$ cat config.mk
export PLATFORM = sky130hd
export DESIGN_NAME = prefix_tree_adder
export DESIGN_NICKNAME = d
export VERILOG_FILES = /design/src/rtl/pta_pkg.sv /design/src/rtl/pta_bit_pg.sv /design/src/rtl/pta_cell.sv /design/src/rtl/pta_prefix_net.sv /design/src/rtl/pta_sum.sv /design/src/rtl/prefix_tree_adder.sv
export SDC_FILE = /design/constraint.sdc
export NUM_CORES = 1
export LEC_CHECK = 0
export BUFFER_PORTS_ARGS = -buffer_cell sky130_fd_sc_hd__buf_2
export CAP_MARGIN = 40
export CORE_MARGIN = 4
export CORE_UTILIZATION = 42
export DETAILED_ROUTE_END_ITERATION = 7
export GPL_TIMING_DRIVEN = 0
export PLACE_DENSITY = 0.87
export SYNTH_ARGS = -nofsm -noshare
export SYNTH_HDL_FRONTEND = slang
export SYNTH_SLANG_ARGS = --single-unit
$ cat constraint.sdc
create_clock -name vclk -period 1.9
set_input_delay 0.095 -clock vclk [all_inputs]
set_output_delay 0.095 -clock vclk [all_outputs]
set_load 0.01 [all_outputs]
$ cat src/rtl/pta_pkg.sv
package pta_pkg;

    // Tree wiring choices; the numeric value is the parameter encoding.
    typedef enum logic [1:0] {
        TOPO_BRENT_KUNG  = 2'd0,
        TOPO_SKLANSKY    = 2'd1,
        TOPO_KOGGE_STONE = 2'd2
    } topo_e;

    // Number of combine levels in the tree.
    function automatic int net_depth(topo_e topo, int lg);
        return (topo == TOPO_BRENT_KUNG) ? (2 * lg - 1) : lg;
    endfunction

    // Lower-group position that position i merges with on level lv,
    // or -1 when position i only passes through on that level.
    function automatic int src_pos(topo_e topo, int lg, int lv, int i);
        int span;
        int blk;
        int res;
        res = -1;
        case (topo)
            TOPO_KOGGE_STONE: begin
                span = 1 << (lv - 1);
                if (i >= span) res = i - span;
            end
            TOPO_SKLANSKY: begin
                if (((i >> (lv - 1)) & 1) == 1)
                    res = ((i >> (lv - 1)) << (lv - 1)) - 1;
            end
            default: begin
                if (lv <= lg) begin
                    // up-sweep: build power-of-two aligned groups
                    span = 1 << (lv - 1);
                    if (((i + 1) % (2 * span)) == 0) res = i - span;
                end else begin
                    // down-sweep: fill the remaining prefixes
                    blk = 1 << (lg - (lv - lg));
                    if ((((i + 1) % blk) == (blk / 2)) && (i >= blk))
                        res = i - (blk / 2);
                end
            end
        endcase
        return res;
    endfunction

    // True when the group produced at position i on level lv reaches the
    // carry-in, so its propagate term is zero and need not be computed.
    function automatic bit reaches_lsb(topo_e topo, int lg, int lv, int i);
        bit res;
        if (topo == TOPO_BRENT_KUNG)
            res = (lv <= lg) ? (i == ((1 << lv) - 1)) : 1'b1;
        else
            res = (i < (1 << lv));
        return res;
    endfunction

endpackage

$ cat src/rtl/pta_bit_pg.sv
module pta_bit_pg #(
    parameter int N = 16
) (
    input  logic [N-1:0] op_a,
    input  logic [N-1:0] op_b,
    input  logic         carry_in,
    output logic [N-1:0] gen,
    output logic [N-1:0] prop
);

    logic [N-1:0] gen_raw;

    assign gen_raw = op_a & op_b;
    assign prop    = op_a ^ op_b;

    // Bit 0 absorbs the carry-in as a group below it with zero propagate.
    assign gen[0] = gen_raw[0] | (prop[0] & carry_in);

    for (genvar i = 1; i < N; i++) begin : g_bit
        assign gen[i] = gen_raw[i];
    end

endmodule

$ cat src/rtl/pta_cell.sv
module pta_cell #(
    parameter bit G_ONLY = 1'b0
) (
    input  logic g_hi,
    input  logic p_hi,
    input  logic g_lo,
    input  logic p_lo,
    output logic g_out,
    output logic p_out
);

    assign g_out = g_hi | (p_hi & g_lo);

    if (G_ONLY) begin : g_gen_only
        // The merged group ends at the carry-in, whose propagate is zero.
        logic unused_p_lo;
        assign unused_p_lo = p_lo;
        assign p_out       = 1'b0;
    end else begin : g_full
        assign p_out = p_hi & p_lo;
    end

endmodule

$ cat src/rtl/pta_prefix_net.sv
module pta_prefix_net #(
    parameter int             N    = 16,
    parameter pta_pkg::topo_e TOPO = pta_pkg::TOPO_KOGGE_STONE
) (
    input  logic [N-1:0] gen_in,
    input  logic [N-1:0] prop_in,
    output logic [N-1:0] gen_pfx,
    output logic [N-1:0] prop_pfx
);

    localparam int LG    = $clog2(N);
    localparam int DEPTH = pta_pkg::net_depth(TOPO, LG);

    for (genvar lv = 0; lv <= DEPTH; lv++) begin : g_lvl
        logic [N-1:0] g;
        logic [N-1:0] p;
        if (lv == 0) begin : g_seed
            assign g = gen_in;
            assign p = prop_in;
        end else begin : g_work
            for (genvar i = 0; i < N; i++) begin : g_pos
                localparam int SRC = pta_pkg::src_pos(TOPO, LG, lv, i);
                if (SRC < 0) begin : g_pass
                    assign g[i] = g_lvl[lv-1].g[i];
                    assign p[i] = g_lvl[lv-1].p[i];
                end else begin : g_merge
                    pta_cell #(
                        .G_ONLY(pta_pkg::reaches_lsb(TOPO, LG, lv, i))
                    ) u_cell (
                        .g_hi (g_lvl[lv-1].g[i]),
                        .p_hi (g_lvl[lv-1].p[i]),
                        .g_lo (g_lvl[lv-1].g[SRC]),
                        .p_lo (g_lvl[lv-1].p[SRC]),
                        .g_out(g[i]),
                        .p_out(p[i])
                    );
                end
            end
        end
    end

    assign gen_pfx  = g_lvl[DEPTH].g;
    assign prop_pfx = g_lvl[DEPTH].p;

endmodule

$ cat src/rtl/pta_sum.sv
module pta_sum #(
    parameter int N = 16
) (
    input  logic [N-1:0] prop,
    input  logic [N-1:0] gen_pfx,
    input  logic         carry_in,
    output logic [N-1:0] sum,
    output logic         carry_out
);

    logic [N-1:0] carry_d;

    // Carry into bit i is the prefix generate of bits i-1 down to the carry-in.
    assign carry_d   = {gen_pfx[N-2:0], carry_in};
    assign sum       = prop ^ carry_d;
    assign carry_out = gen_pfx[N-1];

endmodule

$ cat src/rtl/prefix_tree_adder.sv
module prefix_tree_adder #(
    parameter int             N    = 16,
    parameter pta_pkg::topo_e TOPO = pta_pkg::TOPO_KOGGE_STONE
) (
    input  logic [N-1:0] op_a,
    input  logic [N-1:0] op_b,
    input  logic         carry_in,
    output logic [N-1:0] sum,
    output logic         carry_out
);

    localparam bit N_OK = (N >= 4) && (N <= 64) && ((N & (N - 1)) == 0);

    if (!N_OK) begin : g_bad_width
        $error("prefix_tree_adder: N must be a power of two from 4 to 64");
    end

    logic [N-1:0] gen_bit;
    logic [N-1:0] prop_bit;
    logic [N-1:0] gen_pfx;
    logic [N-1:0] prop_pfx;
    logic         unused_prop_pfx;

    pta_bit_pg #(.N(N)) u_pg (
        .op_a    (op_a),
        .op_b    (op_b),
        .carry_in(carry_in),
        .gen     (gen_bit),
        .prop    (prop_bit)
    );

    pta_prefix_net #(.N(N), .TOPO(TOPO)) u_net (
        .gen_in  (gen_bit),
        .prop_in (prop_bit),
        .gen_pfx (gen_pfx),
        .prop_pfx(prop_pfx)
    );

    // Group propagates to the carry-in are zero and not needed downstream.
    assign unused_prop_pfx = ^prop_pfx;

    pta_sum #(.N(N)) u_sum (
        .prop     (prop_bit),
        .gen_pfx  (gen_pfx),
        .carry_in (carry_in),
        .sum      (sum),
        .carry_out(carry_out)
    );

endmodule

==> run summary <==
================================================================================
Pin count of the biggest net entering global routing                          11
Die Outline Area                                                     0.00279 mm²
Total of hold buffers inserted after clock tree synthesis                      0
Fraction of final layout cells sized beyond drive strength 1               0.491
Tightest hold margin                                                      554 ps
Gp weighted congestion                                                     0.753
Violated checks                                                     negative setup slack
Crit Path Class                                                     input pin to primary output
Number of hold violations in the final report                                  0
Post-Syn Instances                                                           112
Seq/Total Area, Yosys                                                          0
Cell Area, Synth                                                         842 µm²
FFs & Latches                                                                  0
Max-slew violation total from the final report                                 0
Number of buffers added on ports                                              50
P_leak                                                                  0.622 nW
First-pass iteration count of the detailed router                              4
IO Pins                                                                       50
Antenna violations before repair                                               0
Per-cell via count in the routed design                                     5.68
NumNets Final                                                                217
Max FO, Critical Path                                                          4
Antenna violation net count after detailed routing                             0
Sum of overflow across all layers after global routing                         0
Synthesis-to-finish area growth                                            50.5%
Combined global-route utilization of all metal layers                      0.172
Peak ir drop on the vdd network                                           240 µV
Placed insts                                                                 187
Count of antenna diodes in the layout                                          0
Routed vias                                                                 1080
Remaining max-slew budget at the tightest pin                              0.706
Arrival time reported for the critical path endpoint                     1980 ps
Vias in the first global route                                               925
Endpoints failing setup                                                        8
Starting Density                                                           0.463
Pwr Density                                                           394 mW/mm²
Type of element capturing the critical path                         primary output
Least setup slack across all paths after layout                          -179 ps
Final min period                                                         2080 ps
Synth Area per Inst                                                     7.52 µm²
DR WL/cell                                                               13.7 µm
Fraction of post-synthesis cell area in the top cell type by area          0.223
Leading post-synthesis cells by cell area                           ha_1 22%, xnor2_1 7.3%, a21oi_1 6.5%
Startpoint of the worst setup timing path                                op_a[0]
Number of warnings printed during yosys synthesis                              0
Dominant cell type by area after synthesis                                  ha_1
Half-perimeter wire length of the detailed placement result              2.01 mm
Last element of the critical path                                        sum[14]
Fraction of the core area covered by cells at the end of the flow          0.696
Most instantiated library cell after synthesis                              ha_1
Die Wd                                                                   52.8 µm
Residual DRC count                                                             0
Synth unique cells                                                            38
Data required time of the worst path                                     1800 ps
Violation count after the first detailed-routing iteration                    22
Core area                                                            0.00182 mm²
Status                                                              complete, but fails checks
Overall die height                                                       52.8 µm
Filler-free cell count of the finished design                                190
Area taken by flip-flops and latches                                       0 µm²
Crit share post-route                                                       1.09
Wirelength, routed                                                       2.60 mm
Clk_buf instances                                                              0
Count of max-cap constraint violations                                         0
Placement Rows                                                                15
Post-synthesis net count                                                     162
RSZ-0062 raised after global routing                                        true
Wire length of the first global-routing pass                             3.81 mm
Top cells by count, synth                                           15 x ha_1, 11 x a21oi_1, 10 x o21ai_0
Maximum operating frequency                                              481 MHz
Transition time at the pin with the least slew margin                     437 ps
Type of the worst min-delay path                                    input pin to primary output
Overall Power                                                             499 µW
Nature of the critical path startpoint                                 input pin
================================================================================
## power by group
group / leakage, nW / internal, mW / switching [mW]
clock network: 0 / 0 / 0
registers: 0 / 0 / 0
logic: 0.622 / 0.234 / 0.265
## cell type report
type / instances / area, µm²
multi-input combinational: 103 / 906
fill: 146 / 553
timing repair buffer: 55 / 300
tap: 25 / 31.3
inverter: 5 / 18.8
buffer: 2 / 11.3
## logic make-up (layout without fill, tap and decap cells)
kind of cell | after synthesis | count (layout) | share of synthesized area
muxes | 2 | 2 | 0.0297
AOI/OAI and AO/OA | 43 | 43 | 0.342
adders and majority gates | 17 | 17 | 0.270
xor gates and xnor gates | 10 | 10 | 0.104
buffers and inverters | 9 | 62 | 0.0431
and+or+nand+nor | 31 | 31 | 0.211
## worst max-delay path, cell delays in order
cell and delay, ps:
buf_6 90, fa_2 420, inv_2 70, fa_2 220, nor2b_4 50, o2111ai_2 210
buf_4 170, a21oi_4 70, o21a_1 200, o311ai_2 200, buf_2 170
## layer usage
layer | global-route usage | share of wire | vias up
met2 | 0.335 | 0.53 | 38
li1 | - | - | 529
met1 | 0.214 | 0.41 | 509
met3 | 0.00285 | 0.053 | 4
met5 | 0 | 0 | -
met4 | 0.0128 | 0.0073 | 0
## through the flow
step	instance area, µm²	setup TNS [ps]	setup WS (ps)
CTS	1240	-823	-194
global route	1270	-1490	-249
detailed placement	1140	-2050	-364
global placement	1140	-1420	-281
finish	1270	-799	-179
floorplan	861	0	25.6
## worst min path at each step
stage | slack [ps] | start | depth (start not counted) | end
final | 550 | carry_in | 3 | sum[0]
after floorplan | 380 | carry_in | 1 | sum[0]
after global routing | 570 | carry_in | 3 | sum[0]
after global placement | 540 | carry_in | 3 | sum[0]
after CTS | 570 | carry_in | 3 | sum[0]
after detailed placement | 540 | carry_in | 3 | sum[0]
## timing repair
action | CTS | global route
setup endpoints to repair | 9 | 8
gates cloned | 0 | 0
setup buffers | 3 | 2
resized for setup | 23 | 3
pin swaps | 10 | 8
## placed cells by master (no fill, tap or decap), types with 3 or more instances in the layout
| cell type | n |
|---|---|
| a21o_1 | 7 |
| ha_1 | 11 |
| o21ai_1 | 3 |
| inv_1 | 4 |
| o21ai_0 | 7 |
| nand2_1 | 8 |
| a21oi_2 | 4 |
| xnor2_1 | 7 |
| nor2_1 | 6 |
| a21oi_1 | 6 |
| buf_2 | 48 |
| ha_2 | 4 |
| nand3_1 | 3 |
| buf_4 | 5 |
| xor2_1 | 3 |
Note: power is estimated with default switching activity, not from simulation.
